<file path="src/rtl/tw_pkg.sv">
package tw_pkg;
  typedef enum logic [2:0] {
    ST_IDLE,
    ST_RX,
    ST_RX_ACK,
    ST_TX,
    ST_TX_ACK
  } tw_state_e;

  typedef enum logic [1:0] {
    K_DEV,
    K_WADDR,
    K_WDATA
  } tw_kind_e;

  localparam logic [3:0] DEV_TAG = 4'b1010;
endpackage

</file>
<file path="src/rtl/tw_sync.sv">
module tw_sync #(
  parameter int W      = 3,
  parameter int STAGES = 2
) (
  input  logic         clk_i,
  input  logic         rst_ni,
  input  logic [W-1:0] d_i,
  input  logic [W-1:0] rst_val_i,
  output logic [W-1:0] q_o
);
  logic [W-1:0] stage_q [STAGES];

  for (genvar s = 0; s < STAGES; s++) begin : g_stage
    always_ff @(posedge clk_i or negedge rst_ni) begin
      if (!rst_ni) stage_q[s] <= rst_val_i;
      else if (s == 0) stage_q[s] <= d_i;
      else stage_q[s] <= stage_q[(s > 0) ? s-1 : 0];
    end
  end

  assign q_o = stage_q[STAGES-1];
endmodule

</file>
<file path="src/rtl/tw_mem.sv">
module tw_mem #(
  parameter int AW = 7,
  parameter int DW = 8
) (
  input  logic          clk_i,
  input  logic          rst_ni,
  input  logic          we_i,
  input  logic [AW-1:0] addr_i,
  input  logic [DW-1:0] wdata_i,
  output logic [DW-1:0] rdata_o
);
  localparam int DEPTH = 1 << AW;

  logic [DW-1:0] cell_q [DEPTH];

  always_ff @(posedge clk_i or negedge rst_ni) begin
    if (!rst_ni) begin
      for (int i = 0; i < DEPTH; i++) cell_q[i] <= '0;
    end else if (we_i) begin
      cell_q[addr_i] <= wdata_i;
    end
  end

  assign rdata_o = cell_q[addr_i];
endmodule

</file>
<file path="src/rtl/tw_mem_slave.sv">
module tw_mem_slave
  import tw_pkg::*;
#(
  parameter int AW      = 7,
  parameter int PAGE_AW = 3
) (
  input  logic clk_i,
  input  logic rst_ni,
  input  logic scl_i,
  input  logic sda_i,
  input  logic vclk_i,
  output logic sda_oe_o,
  output logic bidir_o
);
  localparam int DW = 8;

  logic [2:0] sync_q;
  logic scl_q, sda_q, vclk_q, scl_d, sda_d;
  logic scl_rise, scl_fall, start_det, stop_det;

  tw_sync #(.W(3), .STAGES(2)) u_sync (
    .clk_i    (clk_i),
    .rst_ni   (rst_ni),
    .d_i      ({scl_i, sda_i, vclk_i}),
    .rst_val_i(3'b110),
    .q_o      (sync_q)
  );
  assign {scl_q, sda_q, vclk_q} = sync_q;

  always_ff @(posedge clk_i or negedge rst_ni) begin
    if (!rst_ni) begin
      scl_d <= 1'b1;
      sda_d <= 1'b1;
    end else begin
      scl_d <= scl_q;
      sda_d <= sda_q;
    end
  end

  assign scl_rise  = scl_q & ~scl_d;
  assign scl_fall  = ~scl_q & scl_d;
  assign start_det = scl_q & scl_d & sda_d & ~sda_q;
  assign stop_det  = scl_q & scl_d & ~sda_d & sda_q;

  tw_state_e     state_q;
  tw_kind_e      kind_q;
  logic [2:0]    cnt_q;
  logic [DW-1:0] shreg_q;
  logic          rw_q, oe_q, bidir_q, full_q, nack_q;
  logic [AW-1:0] addr_q;
  logic [DW-1:0] mem_rdata;
  logic          mem_we;

  assign mem_we = (state_q == ST_RX) && !start_det && !stop_det && scl_fall
                  && full_q && (kind_q == K_WDATA) && vclk_q;

  tw_mem #(.AW(AW), .DW(DW)) u_mem (
    .clk_i  (clk_i),
    .rst_ni (rst_ni),
    .we_i   (mem_we),
    .addr_i (addr_q),
    .wdata_i(shreg_q),
    .rdata_o(mem_rdata)
  );

  // mode latch: first SCL fall leaves power-up mode for good
  always_ff @(posedge clk_i or negedge rst_ni) begin
    if (!rst_ni) bidir_q <= 1'b0;
    else if (scl_fall) bidir_q <= 1'b1;
  end

  always_ff @(posedge clk_i or negedge rst_ni) begin
    if (!rst_ni) begin
      state_q <= ST_IDLE;
      kind_q  <= K_DEV;
      cnt_q   <= '0;
      shreg_q <= '0;
      rw_q    <= 1'b0;
      oe_q    <= 1'b0;
      full_q  <= 1'b0;
      nack_q  <= 1'b0;
      addr_q  <= '0;
    end else if (start_det) begin
      state_q <= ST_RX;
      kind_q  <= K_DEV;
      cnt_q   <= '0;
      full_q  <= 1'b0;
      oe_q    <= 1'b0;
    end else if (stop_det) begin
      state_q <= ST_IDLE;
      oe_q    <= 1'b0;
    end else begin
      unique case (state_q)
        ST_RX: begin
          if (scl_rise) begin
            shreg_q <= {shreg_q[DW-2:0], sda_q};
            cnt_q   <= cnt_q + 3'd1;
            if (cnt_q == 3'd7) full_q <= 1'b1;
          end else if (scl_fall && full_q) begin
            full_q <= 1'b0;
            unique case (kind_q)
              K_DEV: begin
                if (shreg_q[7:4] == DEV_TAG) begin
                  rw_q    <= shreg_q[0];
                  oe_q    <= 1'b1;
                  state_q <= ST_RX_ACK;
                end else begin
                  state_q <= ST_IDLE;
                end
              end
              K_WADDR: begin
                addr_q  <= shreg_q[AW-1:0];
                oe_q    <= 1'b1;
                state_q <= ST_RX_ACK;
              end
              default: begin
                if (vclk_q) begin
                  oe_q   <= 1'b1;
                  addr_q <= {addr_q[AW-1:PAGE_AW], addr_q[PAGE_AW-1:0] + PAGE_AW'(1)};
                end
                state_q <= ST_RX_ACK;
              end
            endcase
          end
        end
        ST_RX_ACK: begin
          if (scl_fall) begin
            cnt_q <= '0;
            if (kind_q == K_DEV && rw_q) begin
              state_q <= ST_TX;
              shreg_q <= mem_rdata;
              oe_q    <= ~mem_rdata[DW-1];
            end else begin
              oe_q    <= 1'b0;
              state_q <= ST_RX;
              kind_q  <= (kind_q == K_DEV) ? K_WADDR : K_WDATA;
            end
          end
        end
        ST_TX: begin
          if (scl_fall) begin
            if (cnt_q == 3'd7) begin
              oe_q    <= 1'b0;
              addr_q  <= addr_q + AW'(1);
              state_q <= ST_TX_ACK;
            end else begin
              shreg_q <= {shreg_q[DW-2:0], 1'b0};
              oe_q    <= ~shreg_q[DW-2];
              cnt_q   <= cnt_q + 3'd1;
            end
          end
        end
        ST_TX_ACK: begin
          if (scl_rise) nack_q <= sda_q;
          else if (scl_fall) begin
            if (!nack_q) begin
              state_q <= ST_TX;
              cnt_q   <= '0;
              shreg_q <= mem_rdata;
              oe_q    <= ~mem_rdata[DW-1];
            end else begin
              state_q <= ST_IDLE;
            end
          end
        end
        default: ;
      endcase
    end
  end

  assign sda_oe_o = oe_q & bidir_q;
  assign bidir_o  = bidir_q;

  a_r1_mode_sticky: assert property (@(posedge clk_i) disable iff (!rst_ni)
    bidir_q |=> bidir_q);

  a_r2_quiet_power_up: assert property (@(posedge clk_i) disable iff (!rst_ni)
    !bidir_o |-> !sda_oe_o);

  a_r12_oe_moves_scl_low: assert property (@(posedge clk_i) disable iff (!rst_ni)
    !$stable(oe_q) |-> !scl_q);

  a_r4_ack_needs_tag: assert property (@(posedge clk_i) disable iff (!rst_ni)
    (state_q == ST_RX_ACK && kind_q == K_DEV && oe_q) |-> shreg_q[7:4] == DEV_TAG);

  a_r8_page_wrap: assert property (@(posedge clk_i) disable iff (!rst_ni)
    mem_we |=> addr_q[AW-1:PAGE_AW] == $past(addr_q[AW-1:PAGE_AW]));
endmodule

</file>
<file path="config.mk">
export PLATFORM = sky130hd
export DESIGN_NAME = tw_mem_slave
export DESIGN_NICKNAME = d
export VERILOG_FILES = /design/src/rtl/tw_pkg.sv /design/src/rtl/tw_sync.sv /design/src/rtl/tw_mem.sv /design/src/rtl/tw_mem_slave.sv
export SDC_FILE = /design/constraint.sdc
export NUM_CORES = 2
export LEC_CHECK = 0
export CORE_MARGIN = 4
export CORE_UTILIZATION = 45
export DETAILED_ROUTE_END_ITERATION = 16
export GPL_TIMING_DRIVEN = 0
export PLACE_DENSITY_LB_ADDON = 0.3
export SLEW_MARGIN = 10
export SYNTH_ARGS = -nofsm -noshare
export SYNTH_HDL_FRONTEND = slang
export SYNTH_SLANG_ARGS = --single-unit
</file>
<file path="constraint.sdc">
create_clock -name clk_i -period 5.75 [get_ports clk_i]
set_input_delay 0.8625 -clock clk_i [delete_from_list [all_inputs] [get_ports clk_i]]
set_output_delay 0.8625 -clock clk_i [all_outputs]
set_load 0.01 [all_outputs]
</file>
==> flow_results.org <==
** Logic synthesis
- Top cells by area in the synthesized netlist :: dfrtp_1 (55%), mux2_2 (23%), mux4_2 (4.5%)
- Of the total synthesized cell area, the portion taken by XOR and XNOR cells is 0.000182.
- Yosys printed 0 warnings.
- After synthesis, the largest family of logic cells by area is multiplexers.
- Of the post-synthesis cell area, the dominant cell type holds 0.547.
- Area share of and/or/nand/nor cells after synthesis :: 0.0431
- Adder-cell area share of the yosys netlist :: 0.000778
- When the netlist entered floorplanning its net count stood at 3491.
- Number of flops mapped to enable cells by yosys :: 0
- Library cell occupying the most area in the post-synthesis netlist :: dfrtp_1
- The synthesized-area fraction occupied by ao, oa, aoi and oai cells was 0.0856.
- The synthesized netlist contains 77 unique library cells.
- Proportion of synthesized chip area in sequential cells :: 0.550
- Commonest cells in the netlist :: dfrtp_1 (1054), mux2_2 (982), clkbuf_1 (187), a221oi_1 (167), nand2_1 (142)
- Gate Count Post-Synth :: 3483
- The mapped netlist covers 0.0482 mm2.
- The most used flip-flop cell after synthesis is dfrtp_1.
- Counting flops with an async set or reset pin after synthesis yields a share of 1.00.
- Post-synthesis mux area share :: 0.296
- A synthesized cell averages 13.8 um2.
- Most common cell in the netlist :: dfrtp_1
- Register bit count reported by yosys :: 1060

** Critical path
- Critical-path maximum fanout :: 10
- Crit path launch type :: flop
- At the worst endpoint, the arrival time is 6650 ps.
- STA classifies the critical path endpoint as a flop.
- Data on the critical path is required at its endpoint by 6350 ps.
- The setup check on the worst reg-to-reg path leaves a slack of -300 ps.
- The critical path is of the reg -> reg type.
- Reg-to-reg critical path endpoint :: shreg_q[0]
- For the worst flop-to-flop path, the logic depth is 9.
- In this run the critical register-to-register path is launched from addr_q[2].

** STA
- Setup repair after global routing missed its margin :: no
- Maximum clock frequency :: 0.165 GHz
- Final Slew Violations :: 44
- The number of hold-slack violations in the final timing report was 0.
- Setup slack on the critical path of the routed design comes to -295 ps.
- Measured against its own limit, the worst slew margin works out to -0.0289.
- Clock period minus final worst setup slack :: 6050 ps
- Post-route clock period utilization :: 1.05
- Post-route worst hold slack :: 354 ps
- For the final database, setup skew stands at 30.5 ps.
- Worst-margin pin slew :: 1540 ps
- Count of final setup violators :: 3

** Clocking
- Clock root buffer :: clkbuf_16
- TritonCTS built the clock tree.
- The later pin in the worst-skew pair is clocked with a latency of 750 ps.
- Post-CTS timing repair inserted 0 buffers for setup.
- Cts bufs inserted :: 113
- Clock tree synthesis found a total of 1060 sinks.
- The clock tree synthesis step divided the H-tree into 3 levels.
- Clock-pin slew of the registers on the worst-case setup and hold paths :: 70 ps
- The clock passes through at most 3 buffers.

** GRT
- For this run the aggregate overflow at the end of global routing stands at 0.
- The number of global-route vias before repair came to 34547.
- Overall track demand over capacity in global routing :: 0.387
- Pin count of the biggest net entering global routing :: 165
- Global-route wire length before repair :: 296000 um
- The initial antenna violation count was 18.

** Final layout
- Syn-to-layout area delta :: 12.1%
- Fraction of final layout cells with drive strength greater than 1 :: 0.398
- For this run, the post-layout net count is 3626.
- Final Instance Count excl. Fillers :: 5112

** Pwr
- Switch share :: 0.408
- Switching power of the nets :: 8.69 mW
- Of the total power, the clock network draws 0.343.
- Sequential cell fraction of total power :: 0.358
- Power density over the cells :: 394 mW/mm2
- Across the VDD grid, the largest voltage drop is 0.257 mV.
- Leak Pwr :: 26.1 nW
- Cell internal power was estimated by the tool at 12.6 mW.
- Combinational Power Share :: 0.298

** Placed design
- Before CTS, the worst setup slack after placement is 407 ps.
- Detailed placement ended at an HPWL of 147000 um.
- Count of placed standard cells including taps :: 4893
- In this run the tool buffered the top-level ports with 6 buffer cells.
- Routability-driven placement finished with a final weighted congestion of 1.06.

** Routing
- Dividing the detail-routed via count by the number of cells gives 7.10.
- Vias post-DR :: 36273
- Iteration-0 DRC Markers :: 5661
- Post-detailed-route DRC marker count :: 0
- In this run the remaining antenna-violating nets after routing total 0.
- Pre-antenna DRT Iters :: 6
- The routed design has 220000 um of wire.
- Average detailed-routed wire length per instance :: 43.0 um

** Floorplanning
- The floorplan has 119 rows.
- The die is 335 um wide.
- Vert. Die Dim :: 335 um
- 7 I/O pins were placed.
- Initial Utilization :: 0.456
- Core region area :: 0.106 mm2
- Die outline area :: 0.112 mm2

** Status
- The final reports fail on capacitance limit, slew limit, setup timing.
- The flow ran to the end, but the final reports show violations.

** Run
- The tool flagged a number of max-cap violations equal to 7.

** Min path
- The startpoint identified for the worst hold timing path is u_sync.stage_q[3].
- Classification of the worst-slack hold path :: reg -> reg
- WHS Endpoint :: u_sync.q_o[0]
- Hold path depth :: 0
[layout by cell type (no fill, tap or decap), types with 11 or more instances in the layout]
master	n
clkbuf_1	190
mux2_1	52
a31oi_1	11
clkinv_2	17
nand3_1	21
a21o_1	12
nand2_2	65
o211ai_1	14
clkbuf_16	115
diode_2	17
clkbuf_2	32
mux4_2	97
nand2_1	142
a22o_1	23
o21ai_0	76
a21oi_1	46
o22ai_1	20
a211oi_1	11
a22oi_1	56
buf_4	18
mux2_2	982
nor2b_1	13
nor3_1	13
nor2_1	99
buf_2	58
nor2_2	17
clkbuf_8	25
dfrtp_1	1054
a221o_1	30
a221oi_1	167
mux2i_1	43
[registers in the layout, summed over array words and instances (netlist names), 2 cells and up]
signal and count:
u_sync.q_o 3, cnt_q 3, state_q 3, u_sync.stage_q 3, kind_q 2, addr_q 7
u_mem.cell_q 1024, shreg_q 8
[layout make-up]
cell class	count	area, um2
repair buffers	20	352
multi-input cells	2143	20500
flip-flops and latches	1060	26500
clock inverters	28	265
diodes	17	42.5
well taps	1391	1740
clock buffers	173	3350
fillers	9105	51800
inverters	7	26.3
plain buffers	273	1220
[worst max path at each step]
stage                          from                end  slack, ps  cells after the start
after floorplan            cnt_q[0]         shreg_q[3]       3250                     10
after global placement       rst_ni  u_mem.cell_q[291]     -45360                      1
after detailed placement  addr_q[1]         shreg_q[2]        410                      9
after CTS                 addr_q[1]         shreg_q[2]        410                      9
after global routing      addr_q[2]         shreg_q[0]        170                      9
final                     addr_q[2]         shreg_q[0]       -300                      9
[repair_timing]
action / 4_1_cts / 5_1_grt
hold endpoints to repair: 18 / 0
resized for setup: 0 / 0
hold buffers: 1 / 0
[power groups by stage]
stage	Combinational (mW)	Clock, mW	Sequential (mW)
after floorplan	2.22	0	7.72
after global placement	5.86	0	7.80
after detailed placement	5.92	0	7.76
after CTS	5.93	7.29	7.63
after global routing	6.15	7.59	7.63
final	6.36	7.32	7.64
[cells by family (layout without fill, tap and decap cells)]
| logic type | count (synthesis) | after routing |
|---|---|---|
| AOI/OAI and AO/OA | 538 | 538 |
| DFF | 1060 | 1060 |
| other | 0 | 17 |
| adders and majority gates | 3 | 3 |
| xor gates and xnor gates | 1 | 1 |
| buffers and inverters | 280 | 501 |
| and+or+nand+nor | 427 | 427 |
| muxes | 1174 | 1174 |
[critical path, cell delays in order (launching register included)]
cell and delay [ps]:
dfrtp_1 480, buf_2 310, buf_2 680, buf_1 720
buf_2 690, clkbuf_1 1120, nand2_1 130, a41oi_1 950
a22oi_1 360, o211ai_1 440
[metal layers]
layer  vias up  routed length [um]  track usage
met1     19021               80800        0.483
met4        10               19000        0.264
li1      13455                   -            -
met3       886               30800        0.180
met2      2901               89100        0.533
met5         -                 192            0
[metrics by stage]
step | cell area [um2] | total power, mW | utilization | setup TNS, ps
detailed placement | 50400 | 13.7 | 0.476 | 0
global route | 54000 | 21.4 | 0.510 | 0
floorplan | 48200 | 9.94 | - | 0
CTS | 54000 | 20.8 | 0.510 | 0
finish | 54100 | 21.3 | 0.511 | -396
global placement | 50000 | 13.7 | 0.473 | -
Note: power is estimated with default switching activity, not from simulation.
